<file path="config.mk">
export PLATFORM = sky130hd
export DESIGN_NAME = fstat_responder
export DESIGN_NICKNAME = d
export VERILOG_FILES = /design/src/rtl/fstat_pkg.sv /design/src/rtl/fstat_sector_hit.sv /design/src/rtl/fstat_ctrl.sv /design/src/rtl/fstat_rdpath.sv /design/src/rtl/fstat_responder.sv
export SDC_FILE = /design/constraint.sdc
export NUM_CORES = 1
export LEC_CHECK = 0
export CAP_MARGIN = 20
export CORE_UTILIZATION = 52
export DETAILED_ROUTE_END_ITERATION = 10
export PLACE_DENSITY = 0.78
export SLEW_MARGIN = 20
export SYNTH_ARGS = -nofsm -noshare
export SYNTH_HDL_FRONTEND = slang
export SYNTH_SLANG_ARGS = --single-unit
</file>
<file path="constraint.sdc">
create_clock -name clk -period 2.55 [get_ports clk]
set_clock_uncertainty 0.05 [all_clocks]
set_input_delay 0.3825 -clock clk [delete_from_list [all_inputs] [get_ports clk]]
set_output_delay 0.3825 -clock clk [all_outputs]
set_load 0.005 [all_outputs]
</file>
<file path="src/rtl/fstat_pkg.sv">
`timescale 1ns/1ps
package fstat_pkg;
    typedef enum logic [1:0] {
        MODE_READ  = 2'd0,
        MODE_PROG  = 2'd1,
        MODE_ERASE = 2'd2,
        MODE_SUSP  = 2'd3
    } bank_mode_e;

    localparam int STAT_BIT = 7;
endpackage

</file>
<file path="src/rtl/fstat_sector_hit.sv">
`timescale 1ns/1ps
module fstat_sector_hit #(
    parameter int ADDR_W = 8,
    parameter int SECT_W = 2,
    localparam int NUM_SECT = 1 << SECT_W
) (
    input  logic [ADDR_W-1:0]   addr,
    input  logic [NUM_SECT-1:0] mask,
    output logic                hit
);
    logic [SECT_W-1:0] sect;

    always_comb begin
        sect = addr[ADDR_W-1 -: SECT_W];
        hit  = mask[sect];
    end
endmodule

</file>
<file path="src/rtl/fstat_ctrl.sv">
`timescale 1ns/1ps
module fstat_ctrl
    import fstat_pkg::*;
#(
    parameter int NUM_SECT       = 4,
    parameter int CNT_W          = 8,
    parameter int PROG_CYC       = 12,
    parameter int ERASE_CYC      = 40,
    parameter int PROT_PROG_CYC  = 5,
    parameter int PROT_ERASE_CYC = 20
) (
    input  logic                clk,
    input  logic                rst_n,
    input  logic                cmd_done,
    input  logic                cmd_erase,
    input  logic                prog_msb,
    input  logic                prog_prot,
    input  logic [NUM_SECT-1:0] erase_sel,
    input  logic [NUM_SECT-1:0] prot_map,
    input  logic                susp_req,
    output bank_mode_e          mode,
    output logic                prog_last,
    output logic                erase_last,
    output logic                prog_bit,
    output logic [NUM_SECT-1:0] erase_set
);
    localparam logic [CNT_W-1:0] PROG_LD   = CNT_W'(PROG_CYC - 1);
    localparam logic [CNT_W-1:0] ERASE_LD  = CNT_W'(ERASE_CYC - 1);
    localparam logic [CNT_W-1:0] PPROG_LD  = CNT_W'(PROT_PROG_CYC - 1);
    localparam logic [CNT_W-1:0] PERASE_LD = CNT_W'(PROT_ERASE_CYC - 1);

    typedef struct packed {
        bank_mode_e          mode;
        logic [CNT_W-1:0]    pcnt;
        logic [CNT_W-1:0]    ecnt;
        logic                pbit;
        logic                back_susp;
        logic [NUM_SECT-1:0] eset;
    } ctl_t;

    ctl_t st_q, st_d;
    logic [NUM_SECT-1:0] live_d;

    always_comb begin
        st_d   = st_q;
        live_d = erase_sel & ~prot_map;
        unique case (st_q.mode)
            MODE_READ: begin
                if (cmd_done) begin
                    if (cmd_erase) begin
                        st_d.mode = MODE_ERASE;
                        st_d.eset = live_d;
                        st_d.ecnt = (|live_d) ? ERASE_LD : PERASE_LD;
                    end else begin
                        st_d.mode      = MODE_PROG;
                        st_d.pbit      = prog_msb;
                        st_d.back_susp = 1'b0;
                        st_d.pcnt      = prog_prot ? PPROG_LD : PROG_LD;
                    end
                end
            end
            MODE_PROG: begin
                if (st_q.pcnt == '0) begin
                    st_d.mode = st_q.back_susp ? MODE_SUSP : MODE_READ;
                end else begin
                    st_d.pcnt = st_q.pcnt - 1'b1;
                end
            end
            MODE_ERASE: begin
                if (st_q.ecnt == '0) begin
                    st_d.mode = MODE_READ;
                    st_d.eset = '0;
                end else if (susp_req) begin
                    st_d.mode = MODE_SUSP;
                end else begin
                    st_d.ecnt = st_q.ecnt - 1'b1;
                end
            end
            MODE_SUSP: begin
                if (cmd_done && !cmd_erase) begin
                    st_d.mode      = MODE_PROG;
                    st_d.pbit      = prog_msb;
                    st_d.back_susp = 1'b1;
                    st_d.pcnt      = prog_prot ? PPROG_LD : PROG_LD;
                end else if (!susp_req) begin
                    st_d.mode = MODE_ERASE;
                end
            end
            default: st_d.mode = MODE_READ;
        endcase
    end

    always_ff @(posedge clk or negedge rst_n) begin
        if (!rst_n) begin
            st_q <= '{mode: MODE_READ, pcnt: '0, ecnt: '0, pbit: 1'b0,
                      back_susp: 1'b0, eset: '0};
        end else begin
            st_q <= st_d;
        end
    end

    assign mode       = st_q.mode;
    assign prog_last  = (st_q.mode == MODE_PROG) && (st_q.pcnt == '0);
    assign erase_last = (st_q.mode == MODE_ERASE) && (st_q.ecnt == '0);
    assign prog_bit   = st_q.pbit;
    assign erase_set  = st_q.eset;


    busy_ignore_chk: assert property (@(posedge clk) disable iff (!rst_n)
        (mode == MODE_PROG && cmd_done && !prog_last) |=> (mode == MODE_PROG && $stable(prog_bit)));


    susp_entry_chk: assert property (@(posedge clk) disable iff (!rst_n)
        (mode == MODE_ERASE && !erase_last && susp_req) |=> (mode == MODE_SUSP && $stable(st_q.ecnt)));


    susp_return_chk: assert property (@(posedge clk) disable iff (!rst_n)
        (prog_last && st_q.back_susp) |=> (mode == MODE_SUSP));


    prot_erase_len_chk: assert property (@(posedge clk) disable iff (!rst_n)
        (mode == MODE_READ && cmd_done && cmd_erase && ((erase_sel & ~prot_map) == '0))
        |=> (mode == MODE_ERASE && st_q.ecnt == PERASE_LD && erase_set == '0));


    prot_prog_len_chk: assert property (@(posedge clk) disable iff (!rst_n)
        (mode == MODE_READ && cmd_done && !cmd_erase && prog_prot) |=> (st_q.pcnt == PPROG_LD));
endmodule

</file>
<file path="src/rtl/fstat_rdpath.sv">
`timescale 1ns/1ps
module fstat_rdpath
    import fstat_pkg::*;
#(
    parameter int DATA_W = 16
) (
    input  logic              clk,
    input  logic              rst_n,
    input  logic              rd_en,
    input  bank_mode_e        mode,
    input  logic              prog_last,
    input  logic              erase_last,
    input  logic              prog_bit,
    input  logic              rd_in_eset,
    input  logic [DATA_W-1:0] cell_data,
    output logic [DATA_W-1:0] rd_data
);
    logic [DATA_W-1:0] word_d, rd_d, rd_q;

    always_comb begin
        word_d = '0;
        unique case (mode)
            MODE_READ:  word_d = cell_data;
            MODE_PROG:  word_d[STAT_BIT] = prog_last ? prog_bit : ~prog_bit;
            MODE_ERASE: word_d[STAT_BIT] = erase_last;
            MODE_SUSP: begin
                if (rd_in_eset) word_d[STAT_BIT] = 1'b1;
                else            word_d = cell_data;
            end
            default: word_d = '0;
        endcase
        rd_d = rd_en ? word_d : rd_q;
    end

    always_ff @(posedge clk or negedge rst_n) begin
        if (!rst_n) rd_q <= '0;
        else        rd_q <= rd_d;
    end

    assign rd_data = rd_q;


    rd_hold_chk: assert property (@(posedge clk) disable iff (!rst_n)
        !rd_en |=> $stable(rd_data));


    erase_stat_chk: assert property (@(posedge clk) disable iff (!rst_n)
        (rd_en && mode == MODE_ERASE && !erase_last) |=> (rd_data == '0));


    prog_stat_chk: assert property (@(posedge clk) disable iff (!rst_n)
        (rd_en && mode == MODE_PROG && !prog_last) |=> (rd_data[STAT_BIT] != $past(prog_bit)));


    done_edge_chk: assert property (@(posedge clk) disable iff (!rst_n)
        (rd_en && prog_last) |=> (rd_data[STAT_BIT] == $past(prog_bit)));
endmodule

</file>
<file path="src/rtl/fstat_responder.sv">
`timescale 1ns/1ps
module fstat_responder
    import fstat_pkg::*;
#(
    parameter int ADDR_W         = 8,
    parameter int SECT_W         = 2,
    parameter int DATA_W         = 16,
    parameter int PROG_CYC       = 1400,
    parameter int ERASE_CYC      = 100000,
    parameter int PROT_PROG_CYC  = 200,
    parameter int PROT_ERASE_CYC = 20000,
    localparam int NUM_SECT      = 1 << SECT_W
) (
    input  logic                clk,
    input  logic                rst_n,
    input  logic                cmd_done,
    input  logic                cmd_erase,
    input  logic [ADDR_W-1:0]   prog_addr,
    input  logic                prog_msb,
    input  logic [NUM_SECT-1:0] erase_sel,
    input  logic [NUM_SECT-1:0] prot_map,
    input  logic                susp_req,
    input  logic                rd_en,
    input  logic [ADDR_W-1:0]   rd_addr,
    input  logic [DATA_W-1:0]   cell_data,
    output logic [DATA_W-1:0]   rd_data,
    output logic                ry_by,
    output logic [1:0]          bank_mode
);
    localparam int MAX_A  = (PROG_CYC > ERASE_CYC) ? PROG_CYC : ERASE_CYC;
    localparam int MAX_B  = (PROT_PROG_CYC > PROT_ERASE_CYC) ? PROT_PROG_CYC : PROT_ERASE_CYC;
    localparam int MAX_C  = (MAX_A > MAX_B) ? MAX_A : MAX_B;
    localparam int CNT_W  = $clog2(MAX_C + 1);

    bank_mode_e          mode;
    logic                prog_prot, rd_in_eset, prog_last, erase_last, prog_bit;
    logic [NUM_SECT-1:0] erase_set;

    fstat_sector_hit #(.ADDR_W(ADDR_W), .SECT_W(SECT_W)) u_prot_hit (
        .addr(prog_addr), .mask(prot_map), .hit(prog_prot)
    );

    fstat_sector_hit #(.ADDR_W(ADDR_W), .SECT_W(SECT_W)) u_eset_hit (
        .addr(rd_addr), .mask(erase_set), .hit(rd_in_eset)
    );

    fstat_ctrl #(
        .NUM_SECT(NUM_SECT), .CNT_W(CNT_W), .PROG_CYC(PROG_CYC), .ERASE_CYC(ERASE_CYC),
        .PROT_PROG_CYC(PROT_PROG_CYC), .PROT_ERASE_CYC(PROT_ERASE_CYC)
    ) u_ctrl (
        .clk(clk), .rst_n(rst_n), .cmd_done(cmd_done), .cmd_erase(cmd_erase),
        .prog_msb(prog_msb), .prog_prot(prog_prot), .erase_sel(erase_sel),
        .prot_map(prot_map), .susp_req(susp_req), .mode(mode), .prog_last(prog_last),
        .erase_last(erase_last), .prog_bit(prog_bit), .erase_set(erase_set)
    );

    fstat_rdpath #(.DATA_W(DATA_W)) u_rd (
        .clk(clk), .rst_n(rst_n), .rd_en(rd_en), .mode(mode), .prog_last(prog_last),
        .erase_last(erase_last), .prog_bit(prog_bit), .rd_in_eset(rd_in_eset),
        .cell_data(cell_data), .rd_data(rd_data)
    );

    assign bank_mode = mode;
    assign ry_by     = (mode == MODE_READ) || (mode == MODE_SUSP);


    busy_flag_chk: assert property (@(posedge clk) disable iff (!rst_n)
        (ry_by && cmd_done && !cmd_erase) |=> (!ry_by && bank_mode == 2'd1));


    susp_ignore_chk: assert property (@(posedge clk) disable iff (!rst_n)
        (bank_mode == 2'd0 && susp_req && !cmd_done) |=> (bank_mode == 2'd0));
endmodule

</file>
==> run summary <==
The cell area after layout was 0.004317 mm2. Counting every instance in the synthesized netlist gives 352. In this run, synthesis inferred 0 flip-flops with an integrated enable.

Internal power comes to 2701 uW. Buffers placed on the I/O ports in this run total 53. The register clock-pin slew on the reported worst setup and hold paths was 0.07 ns.

Among cell families on the critical path, the largest total delay comes from simple AND/OR/NAND/NOR gates. For the required time at the worst-slack endpoint, the log shows 2.76 ns. Class of the most critical hold timing path: flop to flop. For this run, the leading register cell type out of synthesis is dfrtp_1.

The tools report the area of the die as 0.006951 mm2. The net count after synthesis was 407; the power per cell area was 1047 mW/mm2. In this run the core area contains 29 standard-cell rows. The first detailed-routing pass took 5 iterations.

For the worst-skew pair, the clock arrives at the later sink with an insertion delay of 0.34 ns. For the first-pass GRT wire length, the log shows 14070 um. Among all stages on the critical path, the largest delay is contributed by or3b_1. In this run, the clock network consumes 19.3% of the power. The critical path in this run is classified as flop to flop.

After filler insertion, the fill cell instance count of the layout stands at 493. Highest fanout seen on the critical path: 5. The via density per instance came out at 6.189.

Summed over all layers, the routed wires come to 8383 um. For the count of final max-slew check failures, the log shows 0. Summed over all layers, the global routing overflow is 0. The tools report the number of vias after detailed routing as 3076.

The largest stage delay on the critical path was 0.48 ns. The logs give 0 for the number of antenna violations at the first check in global routing and 0.4131 GHz for the peak clock frequency supported by timing. For this design the top-level I/O count stands at 66.

Routed length per instance: 16.87 um. TritonCTS built the clock tree. Measured along the y axis, the die boundary spans 83.38 um.

The number of clock sinks is 58, and the setup fix buffers added after clock tree synthesis is 0. The fraction of post-synthesis cell area in the top cell type by area was 42.15%; the number of nets in the final layout was 470. For the static leakage power, the log shows 0.001722 uW. The number of violations reported at the end of detailed-routing iteration 0 was 175; the hold violation total from the final report was 0. The run finished with clean final reports. The total setup violations reported at the end of the flow came out at 0.

The count of nets left with antenna violations after detail routing is 0. Traced cell by cell, the critical path runs through inv_1 > ha_1 > or3b_1 > or2_1 > or4_1 > o21ai_1 > a221o_1. Sequential cells account for 33.9% of the total power.

Adding up every negative setup slack in the final design gives 0 ns. The share of the Yosys chip area taken by registers is 42.15%. The slew at the pin with the worst max-slew slack is 0.5813 ns, and the CTS buffer count is 9. VDD sags by at most 0.6718 mV.

The core region area is 0.006386 mm2. Summed over all nets, the half-perimeter wirelength after detailed placement is 5971 um. The number of antenna diodes in the final layout is 0. The number of unique standard cell types used by synthesis is 68, and the final core area utilization is 67.59%. Subtracting the final worst setup slack from the clock period gives 2.421 ns. The tree is rooted in a clkbuf_8. The global router's overall resource usage was 25.48%; the share of synthesized registers carrying an async set or reset was 100.0%. The maximum number of pins on one net before global-route repair is 25.

Sorting the synthesized cells by area gives the leading types as dfrtp_1, a22o_1, o21ai_0. The logic gate share of total power was 46.9%; the number of buffers and inverters on the critical path was 1. During synthesis, Yosys emitted a total of 0 warnings. The worst hold slack after final layout came out at 0.4334 ns. The area of placed instances is 0.004096 mm2. In the finished design, the share of the clock period the worst path needs comes to 94.93%. STA puts the critical path data arrival time at 2.64 ns.

Setup repair after global routing left no endpoint under its margin. The logs give 2880 for the number of global-route vias before repair and 0 for the total of max-cap violations. Synthesis inferred 58 register bits. The startpoint class of the critical path is a flop. In this run the power spent charging and discharging nets is 1820 uW. Once the floorplan was initialized, standard cells occupied 53.92% of the core.

At the end of routability-driven placement, the weighted congestion stood at 0.8843. The synthesized netlist occupies a cell area of 0.003443 mm2. The floorplan step set the die width to 83.38 um. Measured against its own limit, the worst slew margin works out to 60.89%. The run gives 3 as the level count of the clock H-tree.

For this run, design rule violations remaining after detail routing come to 0. The longest clock path from root to sink contains 2 buffers. Summed over all instances, the cell type with the most area after synthesis is dfrtp_1. Post-synthesis to final-layout area growth: 25.36%.

The fraction of layout cells with a size suffix above 1 was 14.52%. Area of combinational cells with multiple inputs: 0.001861 mm2. Averaged over all synthesized cells, the footprint is 9.782 um2. Endpoint type of the worst setup path: a flop. The switching power share of the total works out to 40.26%. Summing all flip-flop and latch instances after layout gives 0.001451 mm2.
-- final cells by class --
| cell class | count | share of cell area, % |
|---|---|---|
| clock buffer | 11 | 3.507 |
| sequential | 58 | 33.62 |
| multi-input combinational | 263 | 43.10 |
| tap | 77 | 2.232 |
| clock inverter | 5 | 1.217 |
| inverter | 13 | 1.130 |
| timing repair buffer | 70 | 15.19 |
-- cells by family (layout without fill, tap and decap cells) --
logic type               after synthesis  in the layout  synth area share [%]
multiplexers                          11             11                 4.106
buffers and inverters                 31             99                 3.997
XOR/XNOR                               5              5                 1.272
AO/OA/AOI/OAI                        101            101                 21.44
AND/OR/NAND/NOR                      138            138                 24.13
flip-flops                            58             58                 42.15
adder cells (fa/ha/maj)                8              8                 2.907
-- synth_stat cells, drive strengths merged, types with 8 or more instances --
master	n
o21ai	29
inv	12
buf	11
nor4	13
dfrtp	58
nand2	27
nand3	12
nand4	8
a22o	18
a21oi	19
ha	8
nor2	28
nor3	12
-- state kept, by name, summed over array words and instances (netlist names) --
register          flops
u_ctrl.st_q          35
u_rd.rd_data         16
u_ctrl.erase_set      4
u_ctrl.mode           2
u_ctrl.prog_bit       1
-- final timing paths --
kind,startpoint,to,slack (ns),depth (start not counted)
setup / recovery,u_ctrl.st_q[6],u_ctrl.st_q[20],0.13,7
hold reg to reg,u_ctrl.erase_set[0],u_ctrl.erase_set[0],0.43,2
hold / removal,u_ctrl.erase_set[0],u_ctrl.erase_set[0],0.43,2
min in group asynchronous,rst_n,u_rd.rd_data[12],0.48,2
max in group asynchronous,rst_n,u_ctrl.st_q[32],1.27,3
setup reg to reg,u_ctrl.st_q[6],u_ctrl.st_q[20],0.13,7
-- cells in the final DEF, fill, tap and decap left out, types with 4 or more instances in the layout --
cell and instances:
nand4b_1 4, mux2i_1 7, clkdlybuf4s50_1 52, dfrtp_1 58, o211ai_1 4, nor3_1 10
nand4_1 7, ha_1 8, inv_1 12, buf_4 16, clkbuf_8 11, nand2_1 27
a22o_1 18, or4_1 4, o21ai_1 5, nor2_1 28, nand2b_1 7, nand3_1 12
a21oi_1 16, o31ai_1 4, nor4_1 9, o21ai_0 22
-- power groups by stage --
stage / Sequential [uW] / Combinational, uW / Clock, uW
after global routing: 1570 / 2320 / 932
after floorplan: 1480 / 1350 / 0
after global placement: 1520 / 2040 / 0
after detailed placement: 1540 / 2090 / 0
final: 1530 / 2120 / 871
after CTS: 1520 / 2110 / 887
-- what timing repair did --
| action | CTS | global route |
|---|---|---|
| hold buffers | 1 | 0 |
| endpoints found under the hold margin | 18 | 0 |
| setup endpoints to repair | 0 | 1 |
| gates resized for setup | 0 | 1 |
-- metal layers --
layer	track usage, %	up-vias	wire [um]
met5	0	-	0
li1	-	1456	-
met2	37.48	116	3919
met4	8.777	0	111
met1	36.73	1488	3871
met3	6.163	16	480
-- per-stage QoR --
step | cells | setup WS (ns) | power, uW
4_1_cts | 497 | 0.1374 | 4524
6_report | 497 | 0.1292 | 4521
5_1_grt | 497 | 0.02261 | 4831
2_1_floorplan | 352 | 0.4378 | 2829
3_5_place_dp | 480 | 0.1517 | 3635
3_3_place_gp | 480 | 0.2153 | 3561
-- worst min-delay path: stages (launching register included) --
cell and delay, ns:
dfrtp_1 0.34, nand2_1 0.05, o21ai_0 0.06
Power figures use the tool's default switching activity.
